## src/rtl/psram_ctrl_pkg.sv

```systemverilog
package psram_ctrl_pkg;

  typedef enum logic [2:0] {
    ST_PWRUP,
    ST_IDLE,
    ST_READ,
    ST_WSET,
    ST_WPULSE,
    ST_WREC,
    ST_GAP
  } st_e;

  // nanoseconds to clock cycles, rounded up
  function automatic int ns2cyc(input int ns, input int clk_ps);
    return (ns * 1000 + clk_ps - 1) / clk_ps;
  endfunction

  function automatic int max2(input int a, input int b);
    return (a > b) ? a : b;
  endfunction

endpackage

```

## src/rtl/psram_tcount.sv

```systemverilog
module psram_tcount #(
  parameter int W       = 8,
  parameter int RST_VAL = 0
) (
  input  logic         clk,
  input  logic         rst_n,
  input  logic         load,
  input  logic [W-1:0] load_val,
  output logic         last
);
  logic [W-1:0] cnt;

  always_ff @(posedge clk or negedge rst_n) begin
    if (!rst_n)            cnt <= W'(RST_VAL);
    else if (load)         cnt <= load_val;
    else if (cnt != '0)    cnt <= cnt - 1'b1;
  end

  assign last = (cnt == '0);
endmodule

```

## src/rtl/psram_run_guard.sv

```systemverilog
module psram_run_guard #(
  parameter int WPS       = 6,
  parameter int RUN_CYC   = 120,
  parameter int RUN_WR    = 50
) (
  input  logic clk,
  input  logic rst_n,
  input  logic cs_act,
  input  logic wr_start,
  output logic stretch
);
  localparam int RW = $clog2(RUN_CYC + 1) + 1;
  localparam int WW = $clog2(RUN_WR + 1) + 1;

  logic [RW-1:0] run;
  logic [WW-1:0] nwr;

  always_ff @(posedge clk or negedge rst_n) begin
    if (!rst_n) begin
      run <= '0;
      nwr <= '0;
    end else if (!cs_act) begin
      run <= '0;
      nwr <= '0;
    end else begin
      if (run != RW'(RUN_CYC)) run <= run + 1'b1;
      if (wr_start && nwr != WW'(RUN_WR)) nwr <= nwr + 1'b1;
    end
  end

  // pulse starts on the next cycle and lasts WPS cycles
  assign stretch = ((32'(run) + 32'(1 + WPS)) > 32'(RUN_CYC)) ||
                   (nwr == WW'(RUN_WR));
endmodule

```

## src/rtl/psram_async_ctrl.sv

```systemverilog
module psram_async_ctrl
  import psram_ctrl_pkg::*;
#(
  parameter int CLK_PS       = 10000,
  parameter int ADDR_W       = 23,
  parameter int DATA_W       = 16,
  parameter int T_PWRUP_NS   = 200000,
  parameter int T_RC_NS      = 70,
  parameter int T_AA_NS      = 70,
  parameter int T_WC_NS      = 70,
  parameter int T_WP_NS      = 55,
  parameter int T_WP_LONG_NS = 70,
  parameter int T_DW_NS      = 30,
  parameter int T_CSH_NS     = 10,
  parameter int T_RUN_NS     = 1200,
  parameter int RUN_WRITES   = 50
) (
  input  logic              clk,
  input  logic              rst_n,
  input  logic              req_valid,
  output logic              req_ready,
  input  logic              req_write,
  input  logic [ADDR_W-1:0] req_addr,
  input  logic [DATA_W-1:0] req_wdata,
  input  logic [DATA_W/8-1:0] req_be,
  output logic              rsp_valid,
  input  logic              rsp_ready,
  output logic [DATA_W-1:0] rsp_rdata,
  output logic              ps_ce_n,
  output logic              ps_ce,
  output logic              ps_oe_n,
  output logic              ps_we_n,
  output logic [DATA_W/8-1:0] ps_bsel_n,
  output logic [ADDR_W-1:0] ps_addr,
  output logic [DATA_W-1:0] ps_dq_out,
  output logic              ps_dq_oe,
  input  logic [DATA_W-1:0] ps_dq_in
);
  localparam int LANES   = DATA_W / 8;
  localparam int PWR_CYC = max2(1, ns2cyc(T_PWRUP_NS, CLK_PS));
  localparam int RC_CYC  = max2(1, max2(ns2cyc(T_RC_NS, CLK_PS), ns2cyc(T_AA_NS, CLK_PS)));
  // data is driven from the setup cycle, so setup + pulse must cover data setup
  localparam int WPS_CYC = max2(max2(1, ns2cyc(T_WP_NS, CLK_PS)), ns2cyc(T_DW_NS, CLK_PS) - 1);
  localparam int WPL_CYC = max2(WPS_CYC, ns2cyc(T_WP_LONG_NS, CLK_PS));
  localparam int WC_CYC  = ns2cyc(T_WC_NS, CLK_PS);
  localparam int WRC_CYC = max2(1, WC_CYC - 1 - WPS_CYC);
  localparam int CSH_CYC = max2(1, ns2cyc(T_CSH_NS, CLK_PS));
  localparam int RUN_CYC = max2(WPL_CYC + 2, ns2cyc(T_RUN_NS, CLK_PS));
  localparam int TW      = $clog2(PWR_CYC + RC_CYC + WPL_CYC + 2);

  st_e state, state_nx;

  logic              t_load, t_last, stretch, accept, cs_act;
  logic [TW-1:0]     t_val;
  logic [ADDR_W-1:0] addr_q;
  logic [DATA_W-1:0] wdata_q, rd_mask;
  logic [LANES-1:0]  be_q;

  assign cs_act = (state == ST_READ) || (state == ST_WSET) ||
                  (state == ST_WPULSE) || (state == ST_WREC);

  assign req_ready = ((state == ST_IDLE) && !rsp_valid) ||
                     ((state == ST_WREC) && t_last && req_write);
  assign accept    = req_valid && req_ready;

  always_comb begin
    state_nx = state;
    t_load   = 1'b0;
    t_val    = '0;
    unique case (state)
      ST_PWRUP:  if (t_last) state_nx = ST_IDLE;
      ST_IDLE: begin
        if (accept) begin
          if (req_write) begin
            state_nx = ST_WSET;
          end else begin
            state_nx = ST_READ;
            t_load   = 1'b1;
            t_val    = TW'(RC_CYC - 1);
          end
        end
      end
      ST_READ: begin
        if (t_last) begin
          state_nx = ST_GAP;
          t_load   = 1'b1;
          t_val    = TW'(CSH_CYC - 1);
        end
      end
      ST_WSET: begin
        state_nx = ST_WPULSE;
        t_load   = 1'b1;
        t_val    = stretch ? TW'(WPL_CYC - 1) : TW'(WPS_CYC - 1);
      end
      ST_WPULSE: begin
        if (t_last) begin
          state_nx = ST_WREC;
          t_load   = 1'b1;
          t_val    = TW'(WRC_CYC - 1);
        end
      end
      ST_WREC: begin
        if (t_last) begin
          if (accept) begin
            state_nx = ST_WSET;
          end else begin
            state_nx = ST_GAP;
            t_load   = 1'b1;
            t_val    = TW'(CSH_CYC - 1);
          end
        end
      end
      ST_GAP:   if (t_last) state_nx = ST_IDLE;
      default:  state_nx = ST_IDLE;
    endcase
  end

  psram_tcount #(.W(TW), .RST_VAL(PWR_CYC - 1)) u_timer (
    .clk      (clk),
    .rst_n    (rst_n),
    .load     (t_load),
    .load_val (t_val),
    .last     (t_last)
  );

  psram_run_guard #(.WPS(WPS_CYC), .RUN_CYC(RUN_CYC), .RUN_WR(RUN_WRITES)) u_guard (
    .clk      (clk),
    .rst_n    (rst_n),
    .cs_act   (cs_act),
    .wr_start (state == ST_WSET),
    .stretch  (stretch)
  );

  always_ff @(posedge clk or negedge rst_n) begin
    if (!rst_n) begin
      state   <= ST_PWRUP;
      addr_q  <= '0;
      wdata_q <= '0;
      be_q    <= '0;
    end else begin
      state <= state_nx;
      if (accept) begin
        addr_q  <= req_addr;
        wdata_q <= req_wdata;
        be_q    <= req_be;
      end
    end
  end

  always_ff @(posedge clk or negedge rst_n) begin
    if (!rst_n) begin
      rsp_valid <= 1'b0;
      rsp_rdata <= '0;
    end else if ((state == ST_READ) && t_last) begin
      rsp_valid <= 1'b1;
      rsp_rdata <= ps_dq_in & rd_mask;
    end else if (rsp_ready) begin
      rsp_valid <= 1'b0;
    end
  end

  for (genvar g = 0; g < LANES; g++) begin : g_lane
    assign rd_mask[g*8 +: 8] = {8{be_q[g]}};
    assign ps_bsel_n[g]      = !(cs_act && be_q[g]);
  end

  assign ps_ce_n   = !cs_act;
  assign ps_ce     = cs_act;
  assign ps_oe_n   = (state != ST_READ);
  assign ps_we_n   = (state != ST_WPULSE);
  assign ps_addr   = addr_q;
  assign ps_dq_out = wdata_q;
  assign ps_dq_oe  = (state == ST_WSET) || (state == ST_WPULSE);
endmodule

```

## config.mk

```make
export PLATFORM = sky130hd
export DESIGN_NAME = psram_async_ctrl
export DESIGN_NICKNAME = d
export VERILOG_FILES = /design/src/rtl/psram_ctrl_pkg.sv /design/src/rtl/psram_tcount.sv /design/src/rtl/psram_run_guard.sv /design/src/rtl/psram_async_ctrl.sv
export SDC_FILE = /design/constraint.sdc
export NUM_CORES = 1
export LEC_CHECK = 0
export ABC_AREA = 1
export CAP_MARGIN = 0
export CORE_MARGIN = 2
export CORE_UTILIZATION = 51
export CTS_CLUSTER_DIAMETER = 120
export DETAILED_ROUTE_END_ITERATION = 7
export PLACE_DENSITY_LB_ADDON = 0.15
export SYNTH_ARGS = -nofsm -noshare
export SYNTH_HDL_FRONTEND = slang
export SYNTH_SLANG_ARGS = --single-unit
export TNS_END_PERCENT = 50
```

## constraint.sdc

```tcl
create_clock -name clk -period 4.36 [get_ports clk]
set_clock_uncertainty 0.15 [all_clocks]
set_input_delay 1.09 -clock clk [delete_from_list [all_inputs] [get_ports clk]]
set_output_delay 1.09 -clock clk [all_outputs]
set_load 0.02 [all_outputs]
```

==> impl_results.md <==
* Syn_nets at 593
* Unrepaired setup endpoints after global routing: false
* Final Setup Violations at 0
* Seq/Total Area, Yosys at 0.538
* Final wirelength at 10600 microns
* Cell Chain, Critical Path: clkdlybuf4s50_1 -> inv_1 -> nor2_1 -> nand3_1 -> nand2_2 -> clkdlybuf4s50_1
* Final Non-Filler Cells at 756
* Routability cong. at 0.846
* Clk root buf: clkbuf_8
* Fin. Hold Viols at 0
* Post-Place Cell Area at 0.00557 sq mm
* Worst-Margin Slew at 0.748 ns
* Most common cell after layout, fill and taps aside: nand2_1
* GR met3 Demand/Resource at 0.0830
* GR peak layer: met2
* Share of layout cells above drive strength 1 at 0.0722
* Ys Warns at 0
* CTS Sinks at 91
* Initial antenna violation count at 0
* Final Cell Area at 0.00579 sq mm
* Post-synth ARST share at 1.00
* Die height at 95.3 microns
* Worst slack, placed at 0.582 ns
* Reg2reg setup slack at 1.71 ns
* Worst Min Path Start: u_guard.nwr[5]
* Post_cts resized at 0
* TNS Setup at 0 ns
* Latest clock arrival within the worst-skew pair at 0.35 ns
* HPWL after DPL at 7590 microns
* Critical path launch point type: input port
* Total GRT Usage at 0.249
* Top post-synthesis cells by area: dfrtp_1 (48%), nand2_1 (17%), dfstp_2 (5.6%)
* Relative slew slack at 0.501
* Crit path top cell by count: clkdlybuf4s50_1
* Clock slew at reported path FFs at 0.09 ns
* CTS Buf Count at 9
* Number of detailed-route iterations in the first pass at 4
* DRC at 0
* Status: finished, final reports clean
* Final Cycle Share at 0.869
* Mapped Area at 0.00425 sq mm
* Data arrival time of the worst path at 2.55 ns
* Most frequent cells in the layout: nand2_1 (196), clkdlybuf4s50_1 (124), dfrtp_1 (82)
* Critical Path Fanout Max at 2
* Yosys top cell by area: dfrtp_1
* Routed length per instance at 14.0 microns
* Hold depth at 1
* Final WS setup at 0.573 ns
* Global-route wire length before repair at 17400 microns
* Routing usage on met1 at 0.307
* Setup repair bufs after CTS at 0
* DR vias/cell at 4.97
* H-tree depth at 3
* Critical Path RT at 3.12 ns
* Synth Instances at 524
* Slowest cell on the critical path: clkdlybuf4s50_1
* Design Power at 4.06 mW
* R2R depth at 13
* # IOs at 126
* CTS Hold Buffers Added at 0
* Max VDD drop at 420 uV
* Starting Density at 0.523
* Avg Synthesized Cell Area at 8.11 sq um
* CTS Buffer Depth at 2
* Net count reported at finish at 715
* Global routing usage on met2 at 0.417
* #FFs+latches synth at 91
* Worst Hold Class: register to register
* Area grow syn2layout at 36.3%
* CTS tree: yes
* Max Slew Vio Count at 0
* CP peak stage delay at 0.60 ns
* Reg2Reg Launch Point: u_timer.cnt[0]
* Max-cap viol count at 0
* Die Wd at 95.3 microns
* Leak Pwr at 2.78 nW
* Total gr overflow at 0
* Setup crit end kind: output pin
* Top cell type's share of synthesized area at 0.483
* Max frequency at 264 MHz
* Number of core rows at 33
* Post-route ant nets at 0
* Hold Path End: u_guard.nwr[5]
* PwrDens at 700 mW/mm^2
* Routed vias at 3761
* Die ar. at 0.00908 sq mm
* Post-synth EDFFs at 0
* Synth Flop Type: dfrtp_1
* Buffers on Ports at 125
* ANT cells at 0
* Largest net degree at the start of global routing at 61
* RR Endpoint: ps_addr[19]
* Vias in the first global route at 3730
* Core Area at 0.00813 sq mm
* Synth cell types at 35
* DRT iter0 DRCs at 166
* Min cycle time layout at 3.79 ns
* Crit Path Class: input port to output pin
* DP Cell Count at 740
-- layer usage --
| metal | vias to the layer above | share of wire |
|---|---|---|
| met5 | - | 0 |
| met1 | 1756 | 0.43 |
| li1 | 1890 | - |
| met4 | 0 | 0.011 |
| met2 | 107 | 0.49 |
| met3 | 8 | 0.072 |
-- cell families after synthesis --
| group | after synthesis | share of synthesized area |
|---|---|---|
| xor+xnor | 10 | 0.0206 |
| compound gates | 58 | 0.0748 |
| buf+inv | 65 | 0.0615 |
| simple gates | 293 | 0.284 |
| flops | 91 | 0.538 |
| fa+ha+maj | 7 | 0.0206 |
-- worst max-delay path by stage --
stage / start / endpoint / depth (start not counted)
after floorplan: req_write / req_ready / 4
after global placement: req_write / req_ready / 6
after detailed placement: req_write / req_ready / 6
after CTS: req_write / req_ready / 6
after global routing: req_write / req_ready / 6
final: req_write / req_ready / 6
-- critical path: cells and delay by family --
| family | cells | cell delay, ns |
|---|---|---|
| buffers and inverters | 3 | 1.15 |
| and+or+nand+nor | 3 | 0.31 |
-- flip-flops by register name, summed over array words and instances (netlist names) --
signal	flops
ps_addr	23
be_q	2
u_guard.run	8
u_timer.cnt	15
state	3
rsp_valid	1
u_guard.nwr	7
ps_dq_out	16
rsp_rdata	16
-- area by class of cell --
cell class | instances | area, sq um
inverters | 48 | 180
fillers | 641 | 2340
clock inverters | 4 | 75.1
repair buffers | 128 | 1270
clock buffers | 12 | 145
multi-input cells | 368 | 1700
well taps | 105 | 131
flip-flops and latches | 91 | 2290
-- power breakdown --
| group | leakage, nW | switching, mW | internal (mW) | total [mW] |
|---|---|---|---|---|
| combinational | 1.58 | 1.17 | 0.836 | 2.00 |
| clock | 0.103 | 0.292 | 0.340 | 0.631 |
| sequential | 1.10 | 0.231 | 1.19 | 1.42 |
-- Yosys cell counts, types with 3 or more instances --
| library cell | number |
|---|---|
| a21oi_1 | 15 |
| a21oi_2 | 3 |
| buf_2 | 5 |
| clkbuf_1 | 8 |
| dfrtp_1 | 82 |
| dfstp_2 | 9 |
| ha_1 | 7 |
| inv_1 | 43 |
| inv_2 | 5 |
| nand2_1 | 196 |
| nand2_2 | 6 |
| nand3_1 | 14 |
| nand4_1 | 10 |
| nor2_1 | 46 |
| nor2_2 | 4 |
| nor3_1 | 10 |
| o21ai_0 | 31 |
| xor2_1 | 9 |
-- per-stage QoR --
step | hold WS, ns | util
2_1_floorplan | 0.284 | -
3_3_place_gp | 0.300 | 0.685
3_5_place_dp | 0.311 | 0.685
4_1_cts | 0.326 | 0.712
5_1_grt | 0.350 | 0.712
6_report | 0.324 | 0.712
Power figures use the tool's default switching activity.
